==> config.mk <==
export PLATFORM = sky130hd
export DESIGN_NAME = servo_pwm_gen
export DESIGN_NICKNAME = d
export VERILOG_FILES = /design/src/rtl/servo_pkg.sv /design/src/rtl/servo_angle_reg.sv /design/src/rtl/servo_width_map.sv /design/src/rtl/servo_frame_timer.sv /design/src/rtl/servo_pwm_gen.sv
export SDC_FILE = /design/constraint.sdc
export NUM_CORES = 1
export LEC_CHECK = 0
export BUFFER_PORTS_ARGS = -buffer_cell sky130_fd_sc_hd__buf_2
export CORE_MARGIN = 4
export CORE_UTILIZATION = 40
export CTS_BUF_LIST = sky130_fd_sc_hd__clkbuf_8 sky130_fd_sc_hd__clkbuf_16
export DETAILED_ROUTE_END_ITERATION = 16
export SLEW_MARGIN = 5
export SYNTH_ARGS = -nofsm -noshare
export SYNTH_HDL_FRONTEND = slang
export SYNTH_SLANG_ARGS = --single-unit
==> constraint.sdc <==
create_clock -name clk -period 30 [get_ports clk]
set_input_delay 6 -clock clk [delete_from_list [all_inputs] [get_ports clk]]
set_output_delay 6 -clock clk [all_outputs]
set_load 0.005 [all_outputs]
==> src/rtl/servo_pkg.sv <==
package servo_pkg;
   typedef enum logic {
      RND_NEAREST = 1'b0,
      RND_TRUNC   = 1'b1
   } round_e;
endpackage

==> src/rtl/servo_angle_reg.sv <==
module servo_angle_reg #(
   parameter int ANGLE_W     = 8,
   parameter int MAX_ANGLE   = 180,
   parameter int RESET_ANGLE = 90
) (
   input  logic               clk,
   input  logic               rst_n,
   input  logic               wr_en,
   input  logic [ANGLE_W-1:0] wr_data,
   output logic [ANGLE_W-1:0] angle_q
);
   localparam logic [ANGLE_W-1:0] MAX_V = ANGLE_W'(MAX_ANGLE);
   localparam logic [ANGLE_W-1:0] RST_V = ANGLE_W'(RESET_ANGLE);

   if (MAX_ANGLE >= (1 << ANGLE_W)) begin : g_bad_max
      $error("servo_angle_reg: MAX_ANGLE does not fit ANGLE_W");
   end
   if (RESET_ANGLE > MAX_ANGLE) begin : g_bad_rst
      $error("servo_angle_reg: RESET_ANGLE exceeds MAX_ANGLE");
   end

   always_ff @(posedge clk) begin
      if (!rst_n) begin
         angle_q <= RST_V;
      end else if (wr_en) begin
         angle_q <= (wr_data > MAX_V) ? MAX_V : wr_data;
      end
   end

   // the pending angle never leaves the legal range
   a_r4_angle_saturated : assert property (@(posedge clk) disable iff (!rst_n)
      angle_q <= MAX_V);
   // pending angle changes only through a write
   a_r5_pending_on_write : assert property (@(posedge clk) disable iff (!rst_n)
      !wr_en |=> $stable(angle_q));
endmodule

==> src/rtl/servo_width_map.sv <==
module servo_width_map
   import servo_pkg::*;
#(
   parameter int     ANGLE_W   = 8,
   parameter int     MAX_ANGLE = 180,
   parameter int     MIN_US    = 388,
   parameter int     SPAN_US   = 1752,
   parameter int     OUT_W     = 15,
   parameter round_e RMODE     = RND_NEAREST
) (
   input  logic [ANGLE_W-1:0] angle,
   output logic [OUT_W-1:0]   width_us
);
   localparam int PROD_W = ANGLE_W + $clog2(SPAN_US + 1) + 1;

   if (MAX_ANGLE < 1) begin : g_bad_div
      $error("servo_width_map: MAX_ANGLE must be positive");
   end
   if ((MIN_US + SPAN_US) >= (1 << OUT_W)) begin : g_bad_w
      $error("servo_width_map: OUT_W too narrow for the longest pulse");
   end

   logic [PROD_W-1:0] prod;
   logic [PROD_W-1:0] biased;
   logic [PROD_W-1:0] quot;

   assign prod = PROD_W'(angle) * PROD_W'(SPAN_US);

   if (RMODE == RND_NEAREST) begin : g_round
      assign biased = prod + PROD_W'(MAX_ANGLE / 2);
   end else begin : g_trunc
      assign biased = prod;
   end

   assign quot     = biased / PROD_W'(MAX_ANGLE);
   assign width_us = OUT_W'(quot) + OUT_W'(MIN_US);
endmodule

==> src/rtl/servo_frame_timer.sv <==
module servo_frame_timer #(
   parameter int FRAME_TICKS = 20000,
   parameter int CNT_W       = 15
) (
   input  logic             clk,
   input  logic             rst_n,
   input  logic             tick,
   output logic [CNT_W-1:0] cnt_q,
   output logic             running_q,
   output logic             frame_start
);
   localparam logic [CNT_W-1:0] LAST = CNT_W'(FRAME_TICKS - 1);

   if (FRAME_TICKS > (1 << CNT_W)) begin : g_bad_cnt
      $error("servo_frame_timer: CNT_W too narrow for FRAME_TICKS");
   end

   assign frame_start = tick && (!running_q || (cnt_q == LAST));

   always_ff @(posedge clk) begin
      if (!rst_n) begin
         cnt_q     <= '0;
         running_q <= 1'b0;
      end else if (tick) begin
         running_q <= 1'b1;
         cnt_q     <= frame_start ? '0 : cnt_q + 1'b1;
      end
   end

   // the position counter stays inside one frame
   a_r2_cnt_in_frame : assert property (@(posedge clk) disable iff (!rst_n)
      cnt_q <= LAST);
   // without a tick, time stands still
   a_r6_hold_without_tick : assert property (@(posedge clk) disable iff (!rst_n)
      !tick |=> ($stable(cnt_q) && $stable(running_q)));
   // the counter sits at zero until the first tick after reset
   a_r1_idle_at_zero : assert property (@(posedge clk) disable iff (!rst_n)
      !running_q |-> (cnt_q == '0));
endmodule

==> src/rtl/servo_pwm_gen.sv <==
module servo_pwm_gen
   import servo_pkg::*;
#(
   parameter int     ANGLE_W     = 8,
   parameter int     MAX_ANGLE   = 180,
   parameter int     RESET_ANGLE = 90,
   parameter int     MIN_US      = 388,
   parameter int     SPAN_US     = 1752,
   parameter int     FRAME_US    = 20000,
   parameter round_e RMODE       = RND_NEAREST
) (
   input  logic               clk,
   input  logic               rst_n,
   input  logic               tick_us,
   input  logic               wr_en,
   input  logic [ANGLE_W-1:0] wr_angle,
   output logic               pulse_out
);
   localparam int CNT_W  = $clog2(FRAME_US);
   localparam int MAX_US = MIN_US + SPAN_US;

   if (MAX_US >= FRAME_US) begin : g_bad_frame
      $error("servo_pwm_gen: longest pulse must be shorter than the frame");
   end

   logic [ANGLE_W-1:0] pend_angle;
   logic [CNT_W-1:0]   next_width;
   logic [CNT_W-1:0]   width_q;
   logic [CNT_W-1:0]   cnt;
   logic               running;
   logic               frame_start;
   logic               pulse_q;

   servo_angle_reg #(
      .ANGLE_W     (ANGLE_W),
      .MAX_ANGLE   (MAX_ANGLE),
      .RESET_ANGLE (RESET_ANGLE)
   ) u_angle (
      .clk     (clk),
      .rst_n   (rst_n),
      .wr_en   (wr_en),
      .wr_data (wr_angle),
      .angle_q (pend_angle)
   );

   servo_width_map #(
      .ANGLE_W   (ANGLE_W),
      .MAX_ANGLE (MAX_ANGLE),
      .MIN_US    (MIN_US),
      .SPAN_US   (SPAN_US),
      .OUT_W     (CNT_W),
      .RMODE     (RMODE)
   ) u_map (
      .angle    (pend_angle),
      .width_us (next_width)
   );

   servo_frame_timer #(
      .FRAME_TICKS (FRAME_US),
      .CNT_W       (CNT_W)
   ) u_timer (
      .clk         (clk),
      .rst_n       (rst_n),
      .tick        (tick_us),
      .cnt_q       (cnt),
      .running_q   (running),
      .frame_start (frame_start)
   );

   always_ff @(posedge clk) begin
      if (!rst_n) begin
         width_q <= CNT_W'(MIN_US);
         pulse_q <= 1'b0;
      end else begin
         if (frame_start) width_q <= next_width;
         pulse_q <= running && (cnt < width_q);
      end
   end

   assign pulse_out = pulse_q;

   // the active width is frozen between frame boundaries
   a_r5_width_frozen : assert property (@(posedge clk) disable iff (!rst_n)
      !frame_start |=> $stable(width_q));
   // the active width lies on the calibrated line
   a_r3_width_range : assert property (@(posedge clk) disable iff (!rst_n)
      (width_q >= CNT_W'(MIN_US)) && (width_q <= CNT_W'(MAX_US)));
   // no pulse before the first frame has begun
   a_r1_low_before_start : assert property (@(posedge clk) disable iff (!rst_n)
      !running |-> !pulse_out);
   // the end of every frame is low
   a_r2_low_at_frame_end : assert property (@(posedge clk) disable iff (!rst_n)
      (running && cnt == CNT_W'(FRAME_US - 1)) |-> !pulse_out);
endmodule

* Yosys cells after proc, flatten, opt, wreduce, memory -nomap -nowiden
Cells that the tools add are included.
** Word-level totals
- Input port bits :: 12
- Word-level logic and storage cells :: 19
- Output and inout port bits :: 1
- Register bits after elaboration :: 40
** Cells by class
- Multiply operators :: 1
- $lt $le $gt $ge :: 2
- Multiplexer cells :: 2
- Eq/ne operators :: 1
- Add/subtract/negate cells :: 3
- Div/mod/pow operators :: 1
- Reduce and logical (&&, ||, !) cells :: 4
** Operators with widths (number)
- 19-bit by 7-bit adder with 20-bit output (second input constant) :: 1
- 20-bit by 8-bit divider with 20-bit output (second input constant) :: 1
- 8-bit by 8-bit multiplier with 16-bit output (second input constant) :: 1
- 15-bit by 1-bit adder with 15-bit output (second input constant) :: 1
- 15-bit by 9-bit adder with 15-bit output (second input constant) :: 1
- 15-bit == test (second input constant) :: 1
- 15-bit < comparator :: 1
- 15-bit two-way mux :: 1
- 8-bit greater-than comparator (second input constant) :: 1
- 8-bit two-way mux :: 1
- 1-bit logical AND :: 2
- 1-bit logical NOT :: 1
- 1-bit logical OR :: 1

* Depth between registers and ports, before layout
- Word-level depth :: 4
- Depth in mapped cells :: 54
- Gate-level depth less buffers :: 45

* Hierarchy
From an unflattened synthesis, not the netlist that was laid out.
** Second synthesis, totals
- Cells, all modules :: 965
- Area total of the unflattened synthesis :: 7389.6 um2
** By module, submodules not included
- servo_width_map :: cells an instance 745, area each 5332.6 um2, instances 1
- servo_pwm_gen :: cells an instance 99, area each 943.4 um2, instances 1
- servo_frame_timer :: cells an instance 81, area each 739.5 um2, instances 1
- servo_angle_reg :: cells an instance 40, area each 374.1 um2, instances 1

* Worst setup path before layout
No wires, ideal clock.
- Path type :: reg-to-reg
- Start point :: register u_angle.angle_q[0]
- End point :: register width_q[0]
- Stages on the path, launching flop included :: 48
- Setup slack :: 18.313 ns
- Setup time :: 0.077 ns
- Data arrival time :: 11.610 ns
- Period minus slack after synthesis :: 11.687 ns
- Cells stage by stage :: dfxtp_1 buf_2 inv_1 ha_1 ha_1 inv_1 fa_1 fa_1 inv_1 ha_1 a21oi_2 nand2_2 o31a_1 o211a_4 or4_1 a211oi_2 nor2_2 o21ai_2 [12 not listed] buf_6 mux2_2 nand3_1 mux2i_1 inv_1 a211o_2 xor2_2 o21ai_4 a21oi_4 mux2i_2 a21oi_4 xnor2_1 ha_1 o31a_1 o21bai_2 nor3b_2 o21ai_1 a41oi_2
** On the way
- Word-level cells in the longest chain between the ends :: 4
** RTL lines
- start: declaration :: line servo_angle_reg.sv:10 : output logic [ANGLE_W-1:0] angle_q
- start signal: assignment :: line servo_angle_reg.sv:26 : angle_q <= (wr_data > MAX_V) ? MAX_V : wr_data;
- 8-bit by 8-bit multiplier with 16-bit output :: line servo_width_map.sv:27 : assign prod = PROD_W'(angle) * PROD_W'(SPAN_US);
- 19-bit by 7-bit adder with 20-bit output :: line servo_width_map.sv:30 : assign biased = prod + PROD_W'(MAX_ANGLE / 2);
- 20-bit by 8-bit divider with 20-bit output :: line servo_width_map.sv:35 : assign quot = biased / PROD_W'(MAX_ANGLE);
- 15-bit by 9-bit adder with 15-bit output :: line servo_width_map.sv:36 : assign width_us = OUT_W'(quot) + OUT_W'(MIN_US);
- end signal: assignment :: line servo_pwm_gen.sv:72 : width_q <= CNT_W'(MIN_US);
- end signal: assignment :: line servo_pwm_gen.sv:75 : if (frame_start) width_q <= next_width;
- end: declaration :: line servo_pwm_gen.sv:28 : logic [CNT_W-1:0] width_q;
Every way passes these cells.
A chain may end at the register's enable or synchronous reset.

* Worst setup path in the final report
Same ends and word-level chain as after synthesis.

==> impl_metrics.py <==
metrics = {
    "synth": {
        "ys_types": 106,
        "yosysSeqAreaShare_pct": 10.2,
        "synth_top_family_by_area": "compound AO/OA/AOI/OAI gates",
        "synth-adder-area-share_pct": 14.5,
        "synth_top_area_share_pct": 10.2,
        "synth_ff_type": "dfxtp_1",
        "synth_xor_xnor_area_share_pct": 7.98,
        "synth_top_cell_by_area": "dfxtp_1",
        "synth_compound_area_share_pct": 30.5,
        "yosys_warnings": 0,
        "synth_nets": 1102,
        "syn_area_per_cell_sq_um": 7.53,
        "synth-edff-count": 0,
        "synthArstFlopShare_pct": 0,
        "synth_mux_area_share_pct": 4.68,
        "synthTopCellsByArea": "dfxtp_1, ha_1, nand2_1",
        "netlist_area_sq_um": 7640,
        "synthCells": 1014,
        "ys_ff_latch": 39,
        "synthSimpleGateAreaFrac_pct": 26.8,
    },
    "global_route": {
        "grt_overflow": 0,
        "antenna_found_initial": 0,
        "grt_pass1_vias": 6830,
        "grt_pass1_wl_mm": 32.8,
        "grt_usage_pct": 17.5,
        "grt_max_degree": 27,
    },
    "setup_path": {
        "cp_slowest_cell": "dfxtp_1",
        "r2r-start": "u_angle.angle_q[0]",
        "crit_buf_inv": 4,
        "reg2reg_to": "width_q[0]",
        "critPathTopFamily": "compound AO/OA/AOI/OAI gates",
        "reg2regPathDepth": 44,
        "reg2reg_slack_ns": 16.20,
        "crit_cells": 44,
        "cp-start-kind": "flop",
        "cp-startpoint": "u_angle.angle_q[0]",
        "critPathKind": "reg2reg",
        "endpoint_kind": "flop",
        "max_stage_delay_ns": 0.67,
        "cp.arrival_ns": 14.00,
        "crit_fanout": 19,
        "worstPathRequired_ns": 30.21,
    },
    "final_layout": {
        "fillCellCount": 1988,
        "syn_to_final_growth_pct": 4.68,
        "drive_gt1_share_pct": 9.25,
        "final_util_pct": 42.6,
        "n_antenna_cell": 0,
        "nets": 1092,
    },
    "routing": {
        "first_iter_violations": 524,
        "ant_nets": 0,
        "wl_per_cell_um": 15.8,
        "drc": 0,
        "vias_per_cell": 5.96,
        "num_vias": 7380,
        "firstDrtPassIters": 5,
        "wirelength_mm": 19.5,
    },
    "floorplan": {
        "start_util_pct": 40.7,
        "die_w_um": 146,
        "coreArea_sq_um": 18800,
        "pin_count": 13,
        "rows": 50,
        "die_y_um": 146,
        "die_area_sq_um": 21400,
    },
    "cts": {
        "hold_buffers": 0,
        "clockBufferDepth": 2,
        "postCtsSetupBuffers": 0,
        "postCtsResizedCells": 0,
        "clockRootBuffer": "clkbuf_16",
        "cts_tree": "yes",
        "cts_made_buffers": 5,
        "clk-insertion-delay-late_ns": 0.28,
        "h-tree-depth": 2,
        "clock_sinks": 39,
        "clk_pin_slew_ns": 0.06,
    },
    "sta": {
        "hold_violations": 0,
        "fin_crit_sh_pct": 46.0,
        "setup-violations-final": 0,
        "tightest_slew_ns": 0.993,
        "fmax_mhz": 72.5,
        "fin_tns_setup_ns": 0,
        "grt_setup_unrepaired": "false",
        "drv_slew": 0,
        "timing.final.crit_period_ns": 13.80,
        "skew_ns": 0.00247,
        "slew_headroom_pct": 31.9,
    },
    "placement": {
        "io_buffers": 12,
        "hpwl_mm": 15.6,
        "place_congestion": 0.878,
    },
    "run": {
        "cap_violations": 0,
    },
    "status": {
        "run_status": "complete, no violations",
    },
    "hold_path": {
        "hold_depth": 2,
        "hold_end": "width_q[13]",
        "min_from": "width_q[13]",
        "hold_path_class": "reg2reg",
    },
}
[cell type report]
cell class	instances	area [sq um]	share of cell area, %
Clock buffer	6	139	1.74
Clock inverter	2	12.5	0.156
Inverter	63	236	2.96
Multi-Input combinational cell	880	6450	80.7
Sequential cell	39	781	9.76
Tap cell	234	293	3.66
Timing Repair Buffer	15	82.6	1.03
[cells in the mapped netlist, types with 10 or more instances]
cell type / count
o21a_1: 14
mux2i_1: 21
xnor2_1: 38
a21oi_1: 49
nand4_1: 12
nor2_1: 81
and2_1: 19
clkbuf_1: 17
dfxtp_1: 39
ha_1: 59
nand2b_1: 13
nor3_1: 28
o21ai_0: 47
inv_1: 63
a21o_1: 11
a31oi_1: 11
nand3_1: 52
fa_1: 17
xor2_1: 26
nor2b_1: 10
and3_1: 18
o211ai_1: 17
nand2_1: 92
a21boi_0: 14
a211oi_1: 18
[layer usage]
layer  vias up  GRT usage, %  wire length (um)
met4         0          2.96               245
li1       3775             -                 -
met2       143          28.1              8600
met5         -             0                 0
met1      3447          26.4             10200
met3        15         0.776               466
[worst min-delay path: stages (launching register included)]
cell     delay [ns]
dfxtp_1        0.29
inv_1          0.06
nor2_1         0.04
[cell usage in the layout (no fill, tap or decap), types with 7 or more instances in the layout]
cell type,count
o21ai_1,7
a21o_1,11
inv_1,64
nand2_1,92
or4_1,8
o21ai_0,47
dfxtp_1,39
a21oi_1,49
buf_2,12
xor2_1,26
and3_1,18
a211oi_1,18
mux2i_1,21
nand3_1,52
nand4_1,12
mux2_2,8
o21a_1,14
nor2b_1,10
fa_1,17
and2_1,19
ha_1,59
o211ai_1,17
a21boi_0,13
nor4_1,9
xnor2_1,38
or3_1,9
nor3_1,28
nor2_1,81
nand2b_1,13
a31oi_1,11
[worst max-delay path by stage]
| stage | to | slack, ns |
|---|---|---|
| 2_1_floorplan | width_q[0] | 18.31 |
| 3_3_place_gp | width_q[0] | 16.54 |
| 3_5_place_dp | width_q[0] | 16.35 |
| 4_1_cts | width_q[0] | 16.34 |
| 5_1_grt | width_q[0] | 14.79 |
| 6_report | width_q[0] | 16.20 |
[flip-flops by register name, indices dropped and copies added, names as in the netlist]
| signal | count |
|---|---|
| pulse_out | 1 |
| u_angle.angle_q | 8 |
| u_timer.cnt_q | 15 |
| u_timer.running_q | 1 |
| width_q | 14 |
[logic make-up (layout without fill, tap and decap cells)]
family / after synthesis / after routing
AND/OR/NAND/NOR: 395 / 395
AO/OA/AOI/OAI: 306 / 306
buffers and inverters: 95 / 86
adder cells (fa/ha/maj): 79 / 79
XOR/XNOR: 67 / 67
flip-flops: 39 / 39
multiplexers: 33 / 33
[per-stage QoR]
| stage | instances | hold WS (ns) | area [sq um] | setup WS (ns) |
|---|---|---|---|---|
| after global placement | 1231 | 0.435 | 7850 | 16.54 |
| after CTS | 1239 | 0.448 | 8000 | 16.34 |
| final | 1239 | 0.444 | 8000 | 16.20 |
| after global routing | 1239 | 0.478 | 8000 | 14.79 |
| after detailed placement | 1231 | 0.436 | 7850 | 16.35 |
| after floorplan | 1014 | 0.422 | 7640 | 18.31 |
Power is not shown: default switching activity piles up to over one toggle a cycle in this logic, so the estimate is an artifact.
